File: src/rtl/uart_irq_pkg.sv
package uart_irq_pkg;

  typedef enum logic [2:0] {
    ID_MODEM = 3'b000,
    ID_THRE  = 3'b001,
    ID_RDA   = 3'b010,
    ID_LINE  = 3'b011,
    ID_TOUT  = 3'b110
  } irq_id_e;

  localparam logic [3:0] IIR_TOP = 4'b1100;

  function automatic int unsigned trig_bytes(input logic [1:0] sel);
    case (sel)
      2'b00:   trig_bytes = 1;
      2'b01:   trig_bytes = 4;
      2'b10:   trig_bytes = 8;
      default: trig_bytes = 14;
    endcase
  endfunction

endpackage

File: src/rtl/uart_irq_flag.sv
module uart_irq_flag #(
  parameter bit SET_WINS = 1'b1
) (
  input  logic clk,
  input  logic rst,
  input  logic set,
  input  logic clr,
  output logic q
);
  always_ff @(posedge clk) begin
    if (rst)
      q <= 1'b0;
    else if (SET_WINS)
      q <= set | (q & ~clr);
    else
      q <= ~clr & (set | q);
  end
endmodule

File: src/rtl/uart_irq_tout.sv
module uart_irq_tout #(
  parameter int LVL_W      = 5,
  parameter int TOUT_CHARS = 4
) (
  input  logic             clk,
  input  logic             rst,
  input  logic [LVL_W-1:0] rx_level,
  input  logic             rx_push,
  input  logic             rx_pop,
  input  logic             char_tick,
  output logic             hit
);
  localparam int CW = $clog2(TOUT_CHARS + 1);
  localparam logic [CW-1:0] LIMIT = CW'(TOUT_CHARS);

  logic [CW-1:0] cnt;

  always_ff @(posedge clk) begin
    if (rst || rx_level == '0 || rx_push || rx_pop)
      cnt <= '0;
    else if (char_tick && cnt != LIMIT)
      cnt <= cnt + 1'b1;
  end

  assign hit = (cnt == LIMIT);
endmodule

File: src/rtl/uart_irq_prio.sv
module uart_irq_prio
  import uart_irq_pkg::*;
(
  input  logic [3:0] en,
  input  logic       line_p,
  input  logic       rda_p,
  input  logic       tout_p,
  input  logic       thre_p,
  input  logic       modem_p,
  output irq_id_e    id,
  output logic       any
);
  always_comb begin
    any = 1'b1;
    id  = ID_MODEM;
    if (en[2] && line_p)
      id = ID_LINE;
    else if (en[0] && rda_p)
      id = ID_RDA;
    else if (en[0] && tout_p)
      id = ID_TOUT;
    else if (en[1] && thre_p)
      id = ID_THRE;
    else if (en[3] && modem_p)
      id = ID_MODEM;
    else
      any = 1'b0;
  end
endmodule

File: src/rtl/uart_irq_ident.sv
module uart_irq_ident
  import uart_irq_pkg::*;
#(
  parameter int LVL_W      = 5,
  parameter int TOUT_CHARS = 4,
  parameter int DELTA_W    = 4
) (
  input  logic               clk,
  input  logic               rst,
  input  logic               ier_wr,
  input  logic [3:0]         ier_wdata,
  input  logic               fcr_wr,
  input  logic [1:0]         fcr_trig,
  input  logic               thr_wr,
  input  logic               rbr_rd,
  input  logic               iir_rd,
  input  logic               lsr_rd,
  input  logic               msr_rd,
  input  logic               ls_err,
  input  logic [DELTA_W-1:0] msr_delta,
  input  logic               tx_empty,
  input  logic [LVL_W-1:0]   rx_level,
  input  logic               rx_push,
  input  logic               char_tick,
  output logic [7:0]         iir_o,
  output logic               irq_o
);
  logic [3:0] ier_q;
  logic [1:0] trig_q;
  logic       tx_empty_d;
  logic       line_p, modem_p, thre_p, tout_p, rda_p;
  logic       thre_ack;
  logic       any;
  irq_id_e    id;

  always_ff @(posedge clk) begin
    if (rst) begin
      ier_q      <= '0;
      trig_q     <= '0;
      tx_empty_d <= 1'b0;
    end else begin
      if (ier_wr) ier_q  <= ier_wdata;
      if (fcr_wr) trig_q <= fcr_trig;
      tx_empty_d <= tx_empty;
    end
  end

  assign thre_ack = iir_rd & ~iir_o[0] & (iir_o[3:1] == ID_THRE);
  assign rda_p    = int'(rx_level) >= int'(trig_bytes(trig_q));

  uart_irq_flag #(.SET_WINS(1'b1)) u_line (
    .clk(clk), .rst(rst), .set(ls_err), .clr(lsr_rd), .q(line_p));

  uart_irq_flag #(.SET_WINS(1'b1)) u_modem (
    .clk(clk), .rst(rst), .set(|msr_delta), .clr(msr_rd), .q(modem_p));

  uart_irq_flag #(.SET_WINS(1'b0)) u_thre (
    .clk(clk), .rst(rst), .set(tx_empty & ~tx_empty_d),
    .clr(thr_wr | thre_ack), .q(thre_p));

  uart_irq_tout #(.LVL_W(LVL_W), .TOUT_CHARS(TOUT_CHARS)) u_tout (
    .clk(clk), .rst(rst), .rx_level(rx_level), .rx_push(rx_push),
    .rx_pop(rbr_rd), .char_tick(char_tick), .hit(tout_p));

  uart_irq_prio u_prio (
    .en(ier_q), .line_p(line_p), .rda_p(rda_p), .tout_p(tout_p),
    .thre_p(thre_p), .modem_p(modem_p), .id(id), .any(any));

  always_ff @(posedge clk) begin
    if (rst) begin
      iir_o <= {IIR_TOP, 3'b000, 1'b1};
      irq_o <= 1'b0;
    end else begin
      iir_o <= {IIR_TOP, id, ~any};
      irq_o <= any;
    end
  end
endmodule

File: config.mk
export PLATFORM = sky130hd
export DESIGN_NAME = uart_irq_ident
export DESIGN_NICKNAME = d
export VERILOG_FILES = /design/src/rtl/uart_irq_pkg.sv /design/src/rtl/uart_irq_flag.sv /design/src/rtl/uart_irq_tout.sv /design/src/rtl/uart_irq_prio.sv /design/src/rtl/uart_irq_ident.sv
export SDC_FILE = /design/constraint.sdc
export NUM_CORES = 1
export LEC_CHECK = 0
export ABC_AREA = 1
export CORE_MARGIN = 4
export CORE_UTILIZATION = 25
export DETAILED_ROUTE_END_ITERATION = 8
export GPL_TIMING_DRIVEN = 0
export PLACE_DENSITY_LB_ADDON = 0.15
export SYNTH_ARGS = -nofsm -noshare
export SYNTH_HDL_FRONTEND = slang
export SYNTH_HIERARCHICAL = 1
export SYNTH_SLANG_ARGS = --single-unit
File: constraint.sdc
create_clock -name clk -period 1.5 [get_ports clk]
set_clock_uncertainty 0.2 [all_clocks]
set_input_delay 0.15 -clock clk [delete_from_list [all_inputs] [get_ports clk]]
set_output_delay 0.15 -clock clk [all_outputs]
set_load 0.01 [all_outputs]
==> impl_metrics.tcl, run 1 <==
set metrics [dict create \
    setup_viol 5 \
    placed_area_mm2 0.001379 \
    endpoint_kind "flop" \
    cpLargestDelayFamily "simple AND/OR/NAND/NOR gates" \
    critPathRequiredTime_ns 1.45 \
    cts_buffers 3 \
    initial_utilization_pct 26.06 \
    regArea_um2 365.4 \
    wl_mm 1.943 \
    clock_tree.buffer_depth 2 \
    path_buf_inv 3 \
    fmax_mhz 626.9 \
    drc 0 \
    grt_pass1_wl_mm 3.546 \
    fillCellCount 408 \
    start_kind "flop" \
    vias_per_cell 3.931 \
    io_buffers 32 \
    path_cells "inv_2 > ha_4 > nand2_2 > inv_1 > nand2_1 > nand3_2 > nand2_2 > nand2_2 > nor2_2 > nand2_1 > nand2_2 > inv_1" \
    clk_latency_ns 0.25 \
    hp-class "input pin to flop" \
    clock-sinks 18 \
    cts_root_buf "clkbuf_8" \
    drt.antenna.violating_nets 0 \
    ys_warn_count 6 \
    area_delta_synth_final_pct 54.26 \
    gr-usage-all-layers_pct 8.474 \
    hpwl_mm 1.664 \
    hold_violations 0 \
    peakVddDrop_mv 0.3997 \
    fin_ws_ns -0.09508 \
    critPathArrivalTime_ns 1.54 \
    leakage_nw 0.8014 \
    design_area_mm2 0.001494 \
    ys_async_sr_fraction_pct 0 \
    synth-seq-cells 18 \
    multiInputGateArea_um2 513.0 \
    ios 37 \
    core_mm2 0.003716 \
    cellPowerDensity_mw_per_mm2 720.4 \
    synth-main-ff-cell "dfxtp_1" \
    period_minus_slack_ns 1.595 \
    netlist_instances 143 \
    fin_util_pct 40.20 \
    synthesis.area_um2 968.4 \
    grt_pass1_vias 914 \
    layout_common_cells "inv_1, clkdlybuf4s50_1, nor2_1, nand2_1, dfxtp_1" \
    cts_tree "done" \
    synth.distinct_cells 22 \
    grt_max_degree 10 \
    antenna_found_initial 0 \
    fin_hold_ws_ns 0.1289 \
    avgRoutedWirePerCell_um 8.411 \
    max-cap-violations 0 \
    drv_slew 0 \
    yosysSeqAreaShare_pct 37.21 \
    fin_nets 219 \
    post-route-period-util_pct 106.3 \
    drive_gt1_share_pct 19.67 \
    drt_iter0_drc 5 \
    cp_common_cell "nand2_2" \
    critPathKind "flop to flop" \
    post-place-ws_ns -0.4330 \
    die_w_um 70.24 \
    dp.cells 225 \
    synth_edf_count 0 \
    violations "negative setup slack" \
    critical_path.slowest_cell "dfxtp_2" \
    placement_rows 22 \
    dieArea_mm2 0.004934 \
    drt-pass1-iter-count 4 \
    htree_num_levels 1 \
    synth_area_per_cell_um2 6.772 \
    via_count 908 \
    status "finished with violations" \
    finalNonFillerCells 231 \
    rsz0062_at_grt "yes" \
    grt-ovfl-total 0 \
    antenna_cells 0 \
    gp_congestion 0.7130 \
    final_common_cell "inv_1" \
    path_clk_slew_ns 0.06 \
    die_h_um 70.24 \
    cpPeakStageDelay_ns 0.36 \
    path_max_fanout 3 \
]
-- routing by layer --
layer / vias to the layer above / global-route usage [%] / wire (µm)
met5: - / 0 / 0
met2: 20 / 15.38 / 934
met1: 385 / 9.326 / 890
met3: 5 / 2.590 / 90
met4: 0 / 2.553 / 28
li1: 498 / - / -
-- through the flow --
stage | TNS (ns) | power [mW]
2_1_floorplan | -0.04607 | 0.6343
3_3_place_gp | -2.144 | 0.7423
3_5_place_dp | -2.053 | 0.7478
4_1_cts | -0.5309 | 1.093
5_1_grt | -1.015 | 1.140
6_report | -0.3655 | 1.076
-- synthesized netlist by cell type (2+ instances only) --
| cell type | n | area, µm² |
|---|---|---|
| a21oi_2 | 3 | 26.28 |
| buf_4 | 4 | 30.03 |
| inv_2 | 2 | 7.510 |
| nor2_1 | 25 | 93.84 |
| dfxtp_1 | 18 | 360.4 |
| nand2_2 | 4 | 25.02 |
| inv_1 | 32 | 120.1 |
| ha_1 | 6 | 75.07 |
| nand3b_1 | 2 | 15.01 |
| o21ai_0 | 4 | 20.02 |
| nand3_1 | 4 | 20.02 |
| conb_1 | 2 | 7.510 |
| nand2_1 | 28 | 105.1 |
-- flip-flops by register name (all words and copies together) (netlist names) --
| signal | flops |
|---|---|
| u_thre/q | 1 |
| ier_q | 4 |
| trig_q | 2 |
| iir_o | 4 |
| u_line/q | 1 |
| u_tout/cnt | 3 |
| irq_o | 1 |
| u_modem/q | 1 |
| tx_empty_d | 1 |
-- final timing paths --
path,from,to,slack [ns],depth (start not counted)
max,trig_q[1],irq_o,-0.1,12
min,rx_level[0],u_tout/cnt[2],0.13,5
max reg2reg,trig_q[1],irq_o,-0.1,12
min reg2reg,u_modem/q,u_modem/q,0.27,2
-- cells by family (layout without fill, tap and decap cells) --
| logic type | Yosys count | after routing | share of synthesized area, % |
|---|---|---|---|
| simple gates | 67 | 67 | 29.59 |
| other cells | 2 | 4 | 0.7755 |
| compound gates | 12 | 12 | 8.398 |
| flops | 18 | 18 | 37.21 |
| fa+ha+maj | 6 | 6 | 7.752 |
| buf+inv | 38 | 76 | 16.28 |
-- what timing repair did --
item | in CTS | in global routing
pin swaps | 4 | 2
hold buffers | 0 | 0
resized for setup | 5 | 10
setup buffers | 2 | 1
gates cloned | 0 | 0
endpoints found under the setup margin | 5 | 9
-- power breakdown --
part           switching, mW  internal, mW  leakage [nW]  total, mW
clock network          0.145         0.178        0.0216      0.324
logic                 0.0994         0.135         0.631      0.234
registers             0.0147         0.504         0.149      0.518
total                  0.260         0.817         0.801       1.08
-- worst min-delay path, stage by stage --
cell and delay (ns):
dlymetal6s2s_1 0.10, nor2_1 0.05, nand3b_1 0.08, nand2_1 0.08
nor2_1 0.08
-- layout make-up --
type / count / share of cell area [%]
inverters: 34 / 8.543
multi-input cells: 89 / 34.34
plain buffers: 4 / 2.010
repair buffers: 35 / 23.87
clock buffers: 3 / 2.764
well taps: 48 / 4.020
flip-flops and latches: 18 / 24.46
(Power assumes the default switching activity.)
==> run 2, diff against run 1 <==
--- a/config.mk
+++ b/config.mk
@@ -11,6 +11,7 @@
 export DETAILED_ROUTE_END_ITERATION = 8
 export GPL_TIMING_DRIVEN = 0
 export PLACE_DENSITY_LB_ADDON = 0.15
+export SETUP_SLACK_MARGIN = 0.15
 export SYNTH_ARGS = -nofsm -noshare
 export SYNTH_HDL_FRONTEND = slang
 export SYNTH_HIERARCHICAL = 1
==> impl_metrics.tcl, run 2 (synthesis gave the netlist of run 1 again) <==
set metrics [dict create \
    status "finished with violations" \
    violations "negative setup slack" \
    htree_num_levels 1 \
    grt_pass1_vias 882 \
    max-cap-violations 0 \
    grt_pass1_wl_mm 3.477 \
    drt.antenna.violating_nets 0 \
    critPathRequiredTime_ns 1.45 \
    fin_util_pct 41.01 \
    p_int_uw 881.0 \
    critPathKind "input pin to flop" \
    grt-ovfl-total 0 \
    critPathArrivalTime_ns 1.63 \
    core_mm2 0.003716 \
    path_max_fanout 2 \
    timing.rr.end "irq_o" \
    r2r_setup_slack_ns -0.17 \
    post-place-ws_ns -0.4154 \
    drt-pass1-iter-count 4 \
    clk_latency_ns 0.25 \
    total_power_mw 1.158 \
    die_w_um 70.24 \
    cts_root_buf "clkbuf_8" \
    setup_viol 5 \
    rsz0062_at_grt "yes" \
    fin_hold_ws_ns 0.1253 \
    design_area_mm2 0.001524 \
    crit_path_start "rx_level[1]" \
    p_sw_uw 276.8 \
    hp-class "input pin to flop" \
    drt_iter0_drc 8 \
    combPwrFrac_pct 21.9 \
    placed_area_mm2 0.001379 \
    leakage_nw 0.7725 \
    vias_per_cell 3.902 \
    p_clk_share_pct 33.4 \
    area_delta_synth_final_pct 57.36 \
    ff2ff_path_depth 12 \
    drc 0 \
    hold_violations 0 \
    post-route-period-util_pct 111.7 \
    drive_gt1_share_pct 23.66 \
    dieArea_mm2 0.004934 \
    start_kind "input pin" \
    fin_ws_ns -0.1758 \
    seq_power_share_pct 44.8 \
    wl_mm 2.040 \
    reg2reg_from "trig_q[1]" \
    grt_max_degree 11 \
    avgRoutedWirePerCell_um 8.718 \
    clock_tree.buffer_depth 2 \
    netSwitchingFraction_pct 23.91 \
    reg_top3 "ier_q: 4 flops, iir_o: 4 flops, u_tout/cnt: 3 flops" \
    drv_slew 0 \
    hold_buffers 0 \
    setup.worst_path.end "irq_o" \
    die_h_um 70.24 \
    hpwl_mm 1.616 \
    final_common_cell "inv_1" \
    fin_nets 221 \
    fmax_mhz 596.7 \
    cts_buffers 3 \
    layout_common_cells "inv_1, clkdlybuf4s50_1, nand2_1" \
    gr-usage-all-layers_pct 8.741 \
    path_clk_slew_ns 0.06 \
    endpoint_kind "flop" \
    cts_tree "done" \
    placement_rows 22 \
    gp_congestion 0.7250 \
    via_count 913 \
    antenna_found_initial 0 \
    period_minus_slack_ns 1.676 \
    initial_utilization_pct 26.06 \
    antenna_cells 0 \
    ios 37 \
    io_buffers 32 \
    clock-sinks 18 \
    peakVddDrop_mv 0.4604 \
    cellPowerDensity_mw_per_mm2 759.8 \
]
[run 2: changes by cell type in the layout (fill, tap and decap cells not counted), moves of 2 or more]
cell / delta
dfxtp_2: +2
inv_1: -2
inv_2: +2
dlymetal6s2s_1: -5
dlygate4sd2_1: +5
[run 2: how the worst min path moves through the flow]
| stage | startpoint | end | slack [ns] | cells after the start |
|---|---|---|---|---|
| finish | rx_level[0] | u_tout/cnt[2] | 0.13 | 5 |
| global route | rx_level[0] | u_tout/cnt[1] | 0.19 | 5 |
| CTS | tx_empty | tx_empty_d | 0.24 | 3 |
| detailed placement | u_modem/q | u_modem/q | 0.27 | 2 |
| global placement | u_line/q | u_line/q | 0.26 | 2 |
| floorplan | rst | u_line/q | 0.01 | 1 |
[run 2: critical path: stages]
cell	delay, ns
clkdlybuf4s50_1	0.54
ha_4	0.22
nand2_1	0.06
nand2_1	0.04
nand2_1	0.07
nand3_2	0.09
nand2_2	0.09
nand2_2	0.07
nor2_2	0.12
nand2_1	0.05
nand2_1	0.08
inv_1	0.04
[run 2: layout make-up]
type / instances / area [µm²]
clock buffers: 4 / 55.05
inverters: 34 / 127.6
flip-flops and latches: 18 / 364.1
fillers: 410 / 2192
well taps: 48 / 60.06
multi-input cells: 89 / 530.5
plain buffers: 4 / 30.03
repair buffers: 37 / 356.6
[run 2: metrics by stage]
step	TNS, ns	cells
after floorplan	-0.04391	145
after global placement	-2.116	225
after detailed placement	-2.128	225
after CTS	-0.5710	233
after global routing	-1.234	234
final	-0.6871	234
[run 2: timing repair]
action,4_1_cts,5_1_grt
gates resized for setup,10,12
pin swaps,4,8
hold endpoints to repair,0,0
buffers inserted,4,1
endpoints found under the setup margin,11,7
[run 2: per-layer routing]
layer  track usage [%]  part of all wire (%)  up-vias
met2             14.76                    50       22
met5                 0                     0        -
met4             3.830                   1.7        0
met1             9.499                    42      387
li1                  -                     -      500
met3             3.597                   6.2        4
[run 2: power groups by stage]
stage                     Sequential (mW)  Clock (mW)  Combinational [mW]
after detailed placement            0.528           0               0.219
after CTS                           0.517       0.401               0.233
after global routing                0.521       0.421               0.288
final                               0.519       0.386               0.253
after global placement              0.528           0               0.214
after floorplan                     0.529           0               0.105
==> run 3, diff against run 2 <==
--- a/config.mk
+++ b/config.mk
@@ -8,10 +8,12 @@
 export ABC_AREA = 1
 export CORE_MARGIN = 4
 export CORE_UTILIZATION = 25
+export CTS_CLUSTER_DIAMETER = 120
 export DETAILED_ROUTE_END_ITERATION = 8
 export GPL_TIMING_DRIVEN = 0
 export PLACE_DENSITY_LB_ADDON = 0.15
 export SETUP_SLACK_MARGIN = 0.15
+export SLEW_MARGIN = 20
 export SYNTH_ARGS = -nofsm -noshare
 export SYNTH_HDL_FRONTEND = slang
 export SYNTH_HIERARCHICAL = 1
==> results of run 3 <==
Final layout, timing and power as in run 2 (identical DEF).
